<file path="src/rtl/smbus_tgt_pkg.sv">
package smbus_tgt_pkg;
  typedef enum logic [2:0] {
    ST_IDLE, ST_WDATA, ST_RECV, ST_RDATA, ST_DONE, ST_CONF
  } st_e;

  typedef enum logic [1:0] {
    OP_QUICK_WR = 2'd0,
    OP_QUICK_RD = 2'd1,
    OP_SEND     = 2'd2,
    OP_CMD_WR   = 2'd3
  } op_e;

  typedef struct packed {
    logic start_wr;
    logic start_rd;
    logic wr;
    logic rd;
    logic nack;
    logic stop;
  } ev_t;
endpackage

</file>
<file path="src/rtl/smbus_tgt_wbuf.sv">
module smbus_tgt_wbuf #(
  parameter int unsigned DEPTH = 34,
  parameter int unsigned CNT_W = 6
) (
  input  logic             clk_i,
  input  logic             rst_ni,
  input  logic             push_i,
  input  logic [7:0]       data_i,
  input  logic             clr_i,
  input  logic [CNT_W-1:0] rd_idx_i,
  output logic [CNT_W-1:0] cnt_o,
  output logic [7:0]       head_o,
  output logic [7:0]       rd_data_o,
  output logic             ovf_o
);
  logic [7:0]       mem_q [DEPTH];
  logic [CNT_W-1:0] cnt_q;
  logic             ovf_q;
  logic             full;

  assign full = (cnt_q >= CNT_W'(DEPTH));

  always_ff @(posedge clk_i or negedge rst_ni) begin
    if (!rst_ni) begin
      cnt_q <= '0;
      ovf_q <= 1'b0;
    end else if (clr_i) begin
      cnt_q <= '0;
    end else if (push_i) begin
      if (full) ovf_q <= 1'b1;
      else      cnt_q <= cnt_q + CNT_W'(1);
    end
  end

  for (genvar g = 0; g < DEPTH; g++) begin : g_slot
    always_ff @(posedge clk_i or negedge rst_ni) begin
      if (!rst_ni) mem_q[g] <= '0;
      else if (push_i && !clr_i && (cnt_q == CNT_W'(g))) mem_q[g] <= data_i;
    end
  end

  assign cnt_o     = cnt_q;
  assign ovf_o     = ovf_q;
  assign head_o    = mem_q[0];
  assign rd_data_o = (rd_idx_i < CNT_W'(DEPTH)) ? mem_q[rd_idx_i] : 8'h00;
endmodule

</file>
<file path="src/rtl/smbus_tgt_ctrl.sv">
module smbus_tgt_ctrl
  import smbus_tgt_pkg::*;
#(
  parameter int unsigned CNT_W = 6
) (
  input  logic             clk_i,
  input  logic             rst_ni,
  input  ev_t              ev_i,
  input  logic [CNT_W-1:0] cnt_i,
  input  logic [7:0]       head_i,
  output logic             push_o,
  output logic             clr_o,
  output logic             cmd_ld_o,
  output logic             idx_clr_o,
  output logic             idx_inc_o,
  output logic             serve_o,
  output logic             rd_kind_o,
  output logic             confused_o,
  output logic             unexp_o,
  output logic             op_valid_o,
  output op_e              op_kind_o,
  output logic [7:0]       op_cmd_o,
  output logic [CNT_W-1:0] op_len_o
);
  st_e  st_q, st_d;
  logic fire;
  op_e  kind;
  logic unexp_d;

  always_comb begin
    st_d      = st_q;
    push_o    = 1'b0;
    clr_o     = 1'b0;
    cmd_ld_o  = 1'b0;
    idx_clr_o = 1'b0;
    idx_inc_o = 1'b0;
    serve_o   = 1'b0;
    rd_kind_o = 1'b0;
    fire      = 1'b0;
    kind      = OP_QUICK_WR;
    unexp_d   = 1'b0;
    if (ev_i.stop) begin
      clr_o = 1'b1;
      st_d  = ST_IDLE;
      unique case (st_q)
        ST_WDATA: begin
          fire = 1'b1;
          if (cnt_i == '0)                kind = OP_QUICK_WR;
          else if (cnt_i == CNT_W'(1))    kind = OP_SEND;
          else                            kind = OP_CMD_WR;
        end
        ST_RECV:  begin fire = 1'b1; kind = OP_QUICK_RD; end
        ST_RDATA: unexp_d = 1'b1;
        default: ;
      endcase
    end else if (ev_i.start_wr) begin
      st_d = (st_q == ST_IDLE) ? ST_WDATA : ST_CONF;
    end else if (ev_i.start_rd) begin
      if (st_q == ST_IDLE) st_d = ST_RECV;
      else if (st_q == ST_WDATA && cnt_i != '0) begin
        cmd_ld_o  = 1'b1;
        fire      = (cnt_i > CNT_W'(1));
        kind      = OP_CMD_WR;
        clr_o     = 1'b1;
        idx_clr_o = 1'b1;
        st_d      = ST_RDATA;
      end else st_d = ST_CONF;
    end else if (ev_i.nack) begin
      if (st_q == ST_RDATA)     st_d = ST_DONE;
      else if (st_q != ST_DONE) st_d = ST_CONF;
    end else if (ev_i.rd) begin
      if (st_q == ST_RECV) begin
        serve_o = 1'b1;
        st_d    = ST_DONE;
      end else if (st_q == ST_RDATA) begin
        serve_o   = 1'b1;
        rd_kind_o = 1'b1;
        idx_inc_o = 1'b1;
      end else st_d = ST_CONF;
    end else if (ev_i.wr) begin
      push_o = (st_q == ST_WDATA);
    end
  end

  always_ff @(posedge clk_i or negedge rst_ni) begin
    if (!rst_ni) begin
      st_q       <= ST_IDLE;
      op_valid_o <= 1'b0;
      op_kind_o  <= OP_QUICK_WR;
      op_cmd_o   <= '0;
      op_len_o   <= '0;
      unexp_o    <= 1'b0;
    end else begin
      st_q       <= st_d;
      op_valid_o <= fire;
      unexp_o    <= unexp_d;
      if (fire) begin
        op_kind_o <= kind;
        op_cmd_o  <= (kind == OP_SEND || kind == OP_CMD_WR) ? head_i : 8'h00;
        op_len_o  <= (kind == OP_CMD_WR) ? cnt_i - CNT_W'(1) : '0;
      end
    end
  end

  assign confused_o = (st_q == ST_CONF);
endmodule

</file>
<file path="src/rtl/smbus_tgt_rdpath.sv">
module smbus_tgt_rdpath #(
  parameter int unsigned IDX_W = 6
) (
  input  logic             clk_i,
  input  logic             rst_ni,
  input  logic             cmd_ld_i,
  input  logic [7:0]       cmd_i,
  input  logic             idx_clr_i,
  input  logic             idx_inc_i,
  input  logic             req_i,
  input  logic             serve_i,
  input  logic [7:0]       be_data_i,
  output logic [7:0]       cmd_o,
  output logic [IDX_W-1:0] idx_o,
  output logic             rd_valid_o,
  output logic [7:0]       rd_data_o
);
  always_ff @(posedge clk_i or negedge rst_ni) begin
    if (!rst_ni) begin
      cmd_o      <= '0;
      idx_o      <= '0;
      rd_valid_o <= 1'b0;
      rd_data_o  <= '0;
    end else begin
      if (cmd_ld_i)       cmd_o <= cmd_i;
      if (idx_clr_i)      idx_o <= '0;
      else if (idx_inc_i) idx_o <= idx_o + IDX_W'(1);
      rd_valid_o <= req_i;
      if (req_i) rd_data_o <= serve_i ? be_data_i : 8'h00;
    end
  end
endmodule

</file>
<file path="src/rtl/smbus_tgt_fsm.sv">
module smbus_tgt_fsm
  import smbus_tgt_pkg::*;
#(
  parameter  int unsigned MAX_DATA = 32,
  parameter  int unsigned IDX_W    = 6,
  localparam int unsigned DEPTH    = MAX_DATA + 2,
  localparam int unsigned CNT_W    = $clog2(DEPTH + 1)
) (
  input  logic             clk_i,
  input  logic             rst_ni,
  input  logic             start_wr_i,
  input  logic             start_rd_i,
  input  logic             wr_i,
  input  logic [7:0]       wr_data_i,
  input  logic             rd_i,
  input  logic             nack_i,
  input  logic             stop_i,
  output logic             rd_valid_o,
  output logic [7:0]       rd_data_o,
  output logic             be_rd_req_o,
  output logic             be_rd_kind_o,
  output logic [7:0]       be_rd_cmd_o,
  output logic [IDX_W-1:0] be_rd_idx_o,
  input  logic [7:0]       be_rd_data_i,
  output logic             op_valid_o,
  output logic [1:0]       op_kind_o,
  output logic [7:0]       op_cmd_o,
  output logic [CNT_W-1:0] op_len_o,
  input  logic [CNT_W-1:0] pay_idx_i,
  output logic [7:0]       pay_data_o,
  output logic             confused_o,
  output logic             overflow_o,
  output logic             unexp_stop_o
);
  ev_t              ev;
  logic             push, clr, cmd_ld, idx_clr, idx_inc, serve, rd_kind;
  logic [CNT_W-1:0] cnt;
  logic [7:0]       head;
  logic [CNT_W-1:0] buf_idx;
  op_e              op_kind;

  assign ev = '{start_wr: start_wr_i, start_rd: start_rd_i, wr: wr_i,
                rd: rd_i, nack: nack_i, stop: stop_i};
  // payload starts after the command byte
  assign buf_idx = pay_idx_i + CNT_W'(1);

  smbus_tgt_wbuf #(.DEPTH(DEPTH), .CNT_W(CNT_W)) u_wbuf (
    .clk_i, .rst_ni,
    .push_i(push), .data_i(wr_data_i), .clr_i(clr),
    .rd_idx_i(buf_idx), .cnt_o(cnt), .head_o(head),
    .rd_data_o(pay_data_o), .ovf_o(overflow_o)
  );

  smbus_tgt_ctrl #(.CNT_W(CNT_W)) u_ctrl (
    .clk_i, .rst_ni,
    .ev_i(ev), .cnt_i(cnt), .head_i(head),
    .push_o(push), .clr_o(clr), .cmd_ld_o(cmd_ld),
    .idx_clr_o(idx_clr), .idx_inc_o(idx_inc),
    .serve_o(serve), .rd_kind_o(rd_kind),
    .confused_o(confused_o), .unexp_o(unexp_stop_o),
    .op_valid_o(op_valid_o), .op_kind_o(op_kind),
    .op_cmd_o(op_cmd_o), .op_len_o(op_len_o)
  );

  smbus_tgt_rdpath #(.IDX_W(IDX_W)) u_rdpath (
    .clk_i, .rst_ni,
    .cmd_ld_i(cmd_ld), .cmd_i(head),
    .idx_clr_i(idx_clr), .idx_inc_i(idx_inc),
    .req_i(rd_i && !stop_i && !start_wr_i && !start_rd_i && !nack_i),
    .serve_i(serve), .be_data_i(be_rd_data_i),
    .cmd_o(be_rd_cmd_o), .idx_o(be_rd_idx_o),
    .rd_valid_o(rd_valid_o), .rd_data_o(rd_data_o)
  );

  assign op_kind_o    = op_kind;
  assign be_rd_req_o  = serve;
  assign be_rd_kind_o = rd_kind;
endmodule

</file>
<file path="config.mk">
export PLATFORM = sky130hd
export DESIGN_NAME = smbus_tgt_fsm
export DESIGN_NICKNAME = d
export VERILOG_FILES = /design/src/rtl/smbus_tgt_pkg.sv /design/src/rtl/smbus_tgt_wbuf.sv /design/src/rtl/smbus_tgt_ctrl.sv /design/src/rtl/smbus_tgt_rdpath.sv /design/src/rtl/smbus_tgt_fsm.sv
export SDC_FILE = /design/constraint.sdc
export NUM_CORES = 1
export LEC_CHECK = 0
export BUFFER_PORTS_ARGS = -buffer_cell sky130_fd_sc_hd__buf_2
export CAP_MARGIN = 30
export CORE_UTILIZATION = 35
export DETAILED_ROUTE_END_ITERATION = 6
export GPL_TIMING_DRIVEN = 0
export PLACE_DENSITY = 0.52
export SLEW_MARGIN = 20
export SYNTH_ARGS = -nofsm -noshare
export SYNTH_HDL_FRONTEND = slang
export SYNTH_SLANG_ARGS = --single-unit
</file>
<file path="constraint.sdc">
create_clock -name clk_i -period 2.74 [get_ports clk_i]
set_input_delay 0.411 -clock clk_i [delete_from_list [all_inputs] [get_ports clk_i]]
set_output_delay 0.411 -clock clk_i [all_outputs]
set_load 0.02 [all_outputs]
</file>
# Word-level counts from Yosys, hierarchy flattened
# Cells that the tools add are included.
# word_totals
reg_bits	323
in_bits	30
out_inout_bits	53
word_cells	219
# classes
add_sub_neg	4
n_lt_le_gt_ge	4
eq_ne	43
muxes	64
n_bitwise	2
reduce_logical	56
# ops
op	count
$eq 6x5->1 const B	16
$bmux 8 s6	1
$eq 6x4->1 const B	8
$logic_and 1x1->1	40
$mux 8	5
$mux 3	12
$mux 6	6
$mux 1	33
$eq 6x3->1 const B	4
$add 6x1->6 const B	3
$eq 6x2->1 const B	2
$eq 6x6->1 const B	2
$mux 2	6
$ge 7x7->1 const B	1
$not 6->7	1
$eq 3x2->1 const B	2
$eq 6x1->1 const B	1
$ge 6x6->1 const B	1
$gt 6x1->1 const B	1
$logic_not 6->1	1
$lt 6x6->1 const B	1
$ne 6x3->1 const B	1
$ne 6x6->1 const B	1
$reduce_and 3->1	2
16 further kinds	22

# Longest topological paths before layout
# Gate-level depths: netlist (run 1).
# depth
depth_word	10
depth_mapped	8
ltp_nobuf	7

# Modules after synthesis
# A second synthesis (run 1) with hierarchy kept.
# hier_totals
hier_cells	1102
area_unflattened_um2	15379.8
# modules_own_cells
mod	instances	cells_per_inst	area_each_um2	seq_area_each_um2
smbus_tgt_wbuf	1	892	13053.8	6981.7
smbus_tgt_ctrl	1	123	1330.0	525.5
smbus_tgt_rdpath	1	76	905.9	575.6
smbus_tgt_fsm	1	11	90.1	0.0

# Worst setup path after synthesis (run 1)
# Ideal clock, no wire load.
# synth_timing
path_kind	input to output
startpoint	input port pay_idx_i[0]
endpoint	output port pay_data_o[0]
t_arrival_ns	2.228
t_required_ns	2.329
slack_ns	0.101
cell_stages	7
n_path_buf	3
cell_sequence	ha_1 buf_2 buf_2 buf_1 mux4_2 mux2i_1 o221ai_1
# synth_via
elab_chain_cells	6
elab_cells_between_ends	7
classes_between	add/sub (1); order compare (1); mux (4); bitwise (1)
# synth_rtl
element	line_no	rtl
from (decl)	smbus_tgt_fsm.sv:29	input logic [CNT_W-1:0] pay_idx_i,
$add 6x1->6 *	smbus_tgt_fsm.sv:45	assign buf_idx = pay_idx_i + CNT_W'(1);
$not 6->7 (not written as such)	smbus_tgt_wbuf.sv:45	assign rd_data_o = (rd_idx_i < CNT_W'(DEPTH)) ? mem_q[rd_idx_i] : 8'h00;
$bmux 8 s6	smbus_tgt_wbuf.sv:45	
$mux 8 (not written as such) (2 in a row)	smbus_tgt_wbuf.sv:45	
$mux 8 *	smbus_tgt_wbuf.sv:45	
to (decl)	smbus_tgt_fsm.sv:30	output logic [7:0] pay_data_o,
# Every way passes the cells marked *; elsewhere a longest branch is shown, timed or not. The select of a mux whose other input is x is not followed.

# Worst setup path after layout (run 1)
# layout_timing
startpoint	register u_wbuf.mem_q[222] (netlist bit)
endpoint	output port pay_data_o[6]
# layout_via
elab_chain_cells	4
# layout_rtl
element	line_no	rtl
from (decl)	smbus_tgt_wbuf.sv:16	logic [7:0] mem_q [DEPTH];
from (signal, indexed assignment)	smbus_tgt_wbuf.sv:38	else if (push_i && !clr_i && (cnt_q == CNT_W'(g))) mem_q[g] <= data_i;
$bmux 8 s6	smbus_tgt_wbuf.sv:45	
$mux 8 (not written as such) (2 in a row)	smbus_tgt_wbuf.sv:45	
$mux 8	smbus_tgt_wbuf.sv:45	
# No other way between the ends. The select of a mux whose other input is x is not followed.

==> results.yml, run 1 <==
outcome:
  status: "finished, violations left"
  violations: "setup timing"
sta:
  drv_slew: 0
  skew_ns: 0.0216
  relSlewSlack_pct: 48.3
  setup_viol: 1
  fin_crit_ns: 2.74
  finalHoldViolCount: 0
  fmax_mhz: 364
  post-route-period-util_pct: 100
  tightest_slew_ns: 0.765
  rsz0062_at_grt: "yes"
  setup_ws_ns: -0.00381
place:
  gp_congestion: 0.852
  dp_hpwl_um: 28800
  place_ws_ns: -1.08
  place_inst: 1742
  port_buffers: 79
  placed_area_um2: 16500
routing:
  vias_per_cell: 5.26
  wirelength_um: 42000
  maxUsedRoutingLayer: "met5"
  m1WireLength_um: 19400
  route.detailed.drc: 0
  route.antenna.remaining_nets: 0
  routedWlPerCell_um: 23.0
  drtPass1Iterations: 5
  vias: 9605
  dr_wl_met3_um: 1610
  drtIter0Drc: 530
  routed-wl-met2_um: 19600
worst_setup_path:
  reg2regPathDepth: 9
  crit_type: "reg2out"
  critPathLaunchType: "flop"
  rrSetupSlack_ns: 0.16
  arrival_ns: 2.33
  required_ns: 2.33
  crit_path_start: "u_wbuf.mem_q[222]$_DFFE_PN0P_"
  crit_path_max_fanout: 2
  r2r_start: "u_wbuf.cnt_o[0]$_DFFE_PN0P_"
  worstSetupEndpointType: "output port"
pwr:
  power_density_nw_per_um2: 573
  finalPower_mw: 10.7
  switchingPower_mw: 2.52
  pwr-share-seq_pct: 45.2
  internal_power_mw: 8.15
  switching_share_pct: 23.6
  leakagePower_nw: 8.89
  power_frac_clock_pct: 47.1
  vdd_drop_max_mv: 0.365
  comb_power_share_pct: 7.7
cts:
  cts_root_buf: "clkbuf_16"
  cts_made_buffers: 40
  clockBufferDepth: 3
  cts_tree: "built"
  htreeDepth: 2
  cts_sinks: 323
  clk_latency_ns: 0.56
  clk_pin_slew_ns: 0.06
synth:
  yosys-top-cells-count: "323 x dfrtp_1, 286 x mux2_2, 65 x mux4_2"
  synth-edff-count: 0
  synth_top_area_share_pct: 52.9
  synth_cell_types: 62
  syn_nets: 1111
  async_flop_share_pct: 100
  yosys.area.top_type: "dfrtp_1"
  yosysMostFrequentCell: "dfrtp_1"
  ys.flop_type: "dfrtp_1"
  ys_ff_latch: 323
  synthCells: 1074
  synth_area_leaders: "dfrtp_1 53%, mux2_2 21%, mux4_2 9.6%"
  yosysSeqAreaShare_pct: 52.9
  netlist_area_um2: 15300
  synth_area_per_cell_um2: 14.2
  yosysWarnings: 0
layout:
  area_growth_pct: 21.7
  layout.nets: 1253
  drive_gt1_share_pct: 49.3
  final_cell_area_um2: 18600
  n_fill_cell: 3972
  layout.cells.non_filler: 1827
die:
  core_um2: 43100
  die_h_um: 211
  rows: 76
  io_pins: 83
  initial_core_util_pct: 35.5
  fp.dieArea_um2: 44500
  die_w_um: 211
run:
  maxCapViolations: 0
worst_hold_path:
  whs_path_depth: 2
  hold_path.class: "in2reg"
  hold_start: "be_rd_data_i[7]"
global_route:
  grt_max_degree: 94
  antenna_found_initial: 2
  grt_first_pass_wirelength_um: 64300
  grt_pass1_vias: 10100
  grt.overflow.total: 0
  grt_usage_pct: 19.6
[power by group through the flow]
stage	logic (mW)	clock network (mW)	registers (mW)
final	0.822	5.03	4.82
after global routing	0.886	5.38	4.82
after CTS	0.837	5.17	4.82
after detailed placement	0.668	0	4.90
after global placement	0.651	0	4.90
after floorplan	0.324	0	4.91
[cell families after synthesis]
kind of cell	Yosys count	synth area share [%]
compound gates	98	4.54
xor+xnor	19	1.09
fa+ha+maj	7	0.573
buf+inv	91	2.68
flops	323	52.9
mux	385	32.9
simple gates	151	5.36
[per-stage QoR]
step	util, %	TNS (ns)	hold WS (ns)
floorplan	-	0	0.115
finish	43.2	-0.00381	0.0898
global placement	38.1	-1674.64	0.470
CTS	43.1	-0.113	0.0658
global route	43.2	-0.0584	0.0879
detailed placement	38.3	-9.51	0.401
[cell type report]
class / count / area, um2 / area share (%)
Clock inverter: 6 / 62.6 / 0.336
Clock buffer: 61 / 1180 / 6.35
Antenna cell: 1 / 2.50 / 0.0134
Tap cell: 585 / 732 / 3.93
Sequential cell: 323 / 8080 / 43.4
Inverter: 9 / 33.8 / 0.182
Buffer: 82 / 579 / 3.11
Timing Repair Buffer: 100 / 749 / 4.03
Multi-Input combinational cell: 660 / 7180 / 38.6
[metal layers]
layer | up-vias | global-route usage [%]
met3 | 67 | 3.03
met5 | - | 0
met2 | 184 | 30.5
li1 | 4287 | -
met1 | 5065 | 27.4
met4 | 2 | 8.22
[final timing paths]
kind                                                      to
max                                            pay_data_o[6]
min                        u_rdpath.rd_data_o[7]$_DFFE_PN0P_
max reg2reg                   u_ctrl.op_len_o[5]$_DFFE_PN0P_
min reg2reg                     u_wbuf.mem_q[82]$_DFFE_PN0P_
max in group asynchronous      u_wbuf.mem_q[105]$_DFFE_PN0P_
min in group asynchronous     u_ctrl.op_cmd_o[3]$_DFFE_PN0P_
[layout by cell type, fill, tap and decap left out, drive strengths merged, types with 5 or more instances in the layout]
master	synthesis	layout
clkbuf	46	107
o22a	8	8
dfrtp	323	323
a22o	9	9
nor2b	7	7
xnor2	9	9
nor4	5	5
nand3	21	21
o221ai	7	7
nor3b	7	7
xor2	10	10
inv	9	10
buf	36	135
o21ai	22	22
o41ai	7	7
nor3	5	5
mux2	289	289
mux4	65	65
nor2	32	32
o31ai	11	11
nand2	46	46
ha	7	7
a21oi	17	17
mux2i	31	31
and3	12	12
[worst max-delay path, cell delays in order, from the launching register on]
cell and delay, ns:
dfrtp_1 0.37, mux4_2 0.47, mux4_2 0.50, o21ai_2 0.08, nand3_2 0.17, buf_6 0.19
[state kept, by name, indices dropped and copies added, names as in the netlist, 3 cells and up]
signal              cells
u_ctrl.op_len_o         6
u_ctrl.st_q             3
u_ctrl.op_cmd_o         8
u_wbuf.mem_q          264
u_rdpath.cmd_o          8
u_rdpath.rd_data_o      8
u_rdpath.idx_o          6
u_wbuf.cnt_o            6
u_wbuf.head_o           8
[repair_timing]
item	CTS	global route
gates resized for setup	143	13
endpoints found under the setup margin	32	28
hold buffers	1	0
hold endpoints to repair	61	0
buffers inserted	14	1
pin swaps	12	2
cloned	2	0
Power figures use the tool's default switching activity.
==> inputs of run 2 (changes only) <==
--- a/config.mk
+++ b/config.mk
@@ -7,10 +7,10 @@
 export LEC_CHECK = 0
 export BUFFER_PORTS_ARGS = -buffer_cell sky130_fd_sc_hd__buf_2
 export CAP_MARGIN = 30
-export CORE_UTILIZATION = 35
+export CORE_UTILIZATION = 61
 export DETAILED_ROUTE_END_ITERATION = 6
 export GPL_TIMING_DRIVEN = 0
-export PLACE_DENSITY = 0.52
+export PLACE_DENSITY = 0.81
 export SLEW_MARGIN = 20
 export SYNTH_ARGS = -nofsm -noshare
 export SYNTH_HDL_FRONTEND = slang
==> run 2 against run 1 <==
  * Core utilization rose by 30 points
  * Register-to-register slack barely moved
  * Clock skew fell by 0.0017 ns
  * Power fell by 2.8%
  * Global-route usage rose by 12 points
  * Highest routed layer is now met4
  * The flow still finishes with violations (setup timing)
  * Sequential power barely moved
  * Via count rose by 5.2%
  * Sequential cell count did not move
  * Setup slack got worse by 0.057 ns
==> results.yml, run 2 (synthesized netlist as in run 1, its figures left out) <==
outcome:
  status: "finished, violations left"
  violations: "setup timing"
routing:
  drtIter0Drc: 843
  vias_per_cell: 6.49
  drtPass1Iterations: 7
  route.antenna.remaining_nets: 0
  route.detailed.drc: 0
  vias: 10100
  wirelength_um: 39100
  routedWlPerCell_um: 25.1
worst_setup_path:
  crit_chain: "buf_8 > ha_4 > buf_12 > buf_12 > buf_12 > mux4_2 > mux2i_2 > o221ai_2 > buf_4"
  crit_path_max_fanout: 6
  worst_path_most_repeated_cell: "buf_12"
  slowest_stage: "mux4_2"
  critPathLaunchType: "primary input"
  crit_type: "in2out"
  arrival_ns: 2.39
  worstSetupEndpointType: "output port"
  required_ns: 2.33
  worst_path_largest_cell_delay_ns: 0.59
die:
  io_pins: 83
  fp.dieArea_um2: 25700
  die_w_um: 160
  initial_core_util_pct: 62.5
  die_h_um: 160
  rows: 57
  core_um2: 24500
layout:
  drive_gt1_share_pct: 48.4
  n_fill_cell: 1455
  fin_util_pct: 73.7
  final_common_cell: "dfrtp_1"
  area_growth_pct: 17.9
  largest_reg_flops: 264
  top_register: "u_wbuf.mem_q"
  final_cell_area_um2: 18000
  most-common-layout-cells: "323 x dfrtp_1, 284 x mux2_2, 80 x buf_2"
  layout.cells.non_filler: 1557
  layout.nets: 1245
cts:
  htreeDepth: 2
  cts_tree: "built"
  clockBufferDepth: 3
  cts_sinks: 323
  clk_latency_ns: 0.51
  cts_root_buf: "clkbuf_16"
  clk_pin_slew_ns: 0.06
  cts_made_buffers: 35
pwr:
  leakagePower_nw: 8.85
  switchingPower_mw: 2.38
  comb_power_share_pct: 7.4
  switching_share_pct: 23.0
  finalPower_mw: 10.4
  internal_power_mw: 7.99
  power_density_nw_per_um2: 575
  pwr-share-seq_pct: 46.4
  power_frac_clock_pct: 46.1
  vdd_drop_max_mv: 0.594
sta:
  tightest_slew_ns: 0.734
  fmax_mhz: 357
  rsz0062_at_grt: "yes"
  timing.hold.ws_ns: 0.128
  setup-tns-final_ns: -0.191
  setup_ws_ns: -0.0604
  fin_crit_ns: 2.80
  skew_ns: 0.0200
  drv_slew: 0
  relSlewSlack_pct: 51.0
  setup_viol: 6
  finalHoldViolCount: 0
  post-route-period-util_pct: 102
run:
  maxCapViolations: 0
worst_hold_path:
  hold_path.class: "in2reg"
place:
  dp_hpwl_um: 25900
  port_buffers: 79
  place_ws_ns: -0.929
  placed_area_um2: 16200
  gp_congestion: 0.938
  place_inst: 1480
global_route:
  antenna_found_initial: 0
  grt_max_degree: 93
  grt_usage_pct: 31.8
  grt_pass1_vias: 10600
  grt.overflow.total: 0
  grt_first_pass_wirelength_um: 61900
run 2: layer usage:
metal  routed length [um]  GRT usage (%)
met1                15600           42.7
met2                19500           51.9
met3                 2680           5.97
met4                 1360           12.2
met5                    0              0
run 2: final timing paths:
kind	slack, ns	depth (start not counted)	startpoint	endpoint
max	-0.06	9	pay_idx_i[0]	pay_data_o[4]
min	0.13	2	be_rd_data_i[3]	u_rdpath.rd_data_o[3]$_DFFE_PN0P_
max reg2reg	0.17	8	u_wbuf.cnt_o[0]$_DFFE_PN0P_	u_ctrl.op_len_o[2]$_DFFE_PN0P_
min reg2reg	0.50	1	u_wbuf.mem_q[209]$_DFFE_PN0P_	u_wbuf.mem_q[209]$_DFFE_PN0P_
max in group asynchronous	1.01	4	rst_ni	u_wbuf.mem_q[169]$_DFFE_PN0P_
min in group asynchronous	0.53	2	rst_ni	u_rdpath.rd_data_o[5]$_DFFE_PN0P_
run 2: layout make-up:
class	count	area, um2	area share [%]
Sequential cell	323	8080	44.9
Multi-Input combinational cell	660	7070	39.2
Clock buffer	51	1080	5.99
Timing Repair Buffer	97	697	3.87
Buffer	82	542	3.01
Tap cell	324	405	2.25
Clock inverter	10	105	0.583
Inverter	9	33.8	0.187
Antenna cell	1	2.50	0.0139
run 2: power by group through the flow:
stage,registers [mW],clock network [mW],logic [mW]
2_1_floorplan,4.91,0,0.324
3_3_place_gp,4.90,0,0.608
3_5_place_dp,4.90,0,0.633
4_1_cts,4.81,4.82,0.758
5_1_grt,4.81,5.03,0.825
6_report,4.81,4.78,0.771
run 2: timing repair:
action                                  CTS  global route
hold endpoints to repair                 90             0
pin swaps                                 6             6
gates resized for setup                 109            10
buffers inserted                         10             2
endpoints found under the setup margin    8            38
gates cloned                              1             0
hold buffers                              1             0
run 2: worst max-delay path, delay by kind of cell:
family,cells,cell delay (ns)
muxes,2,0.82
AOI/OAI and AO/OA,1,0.14
buffers and inverters,5,0.72
adders and majority gates,1,0.29
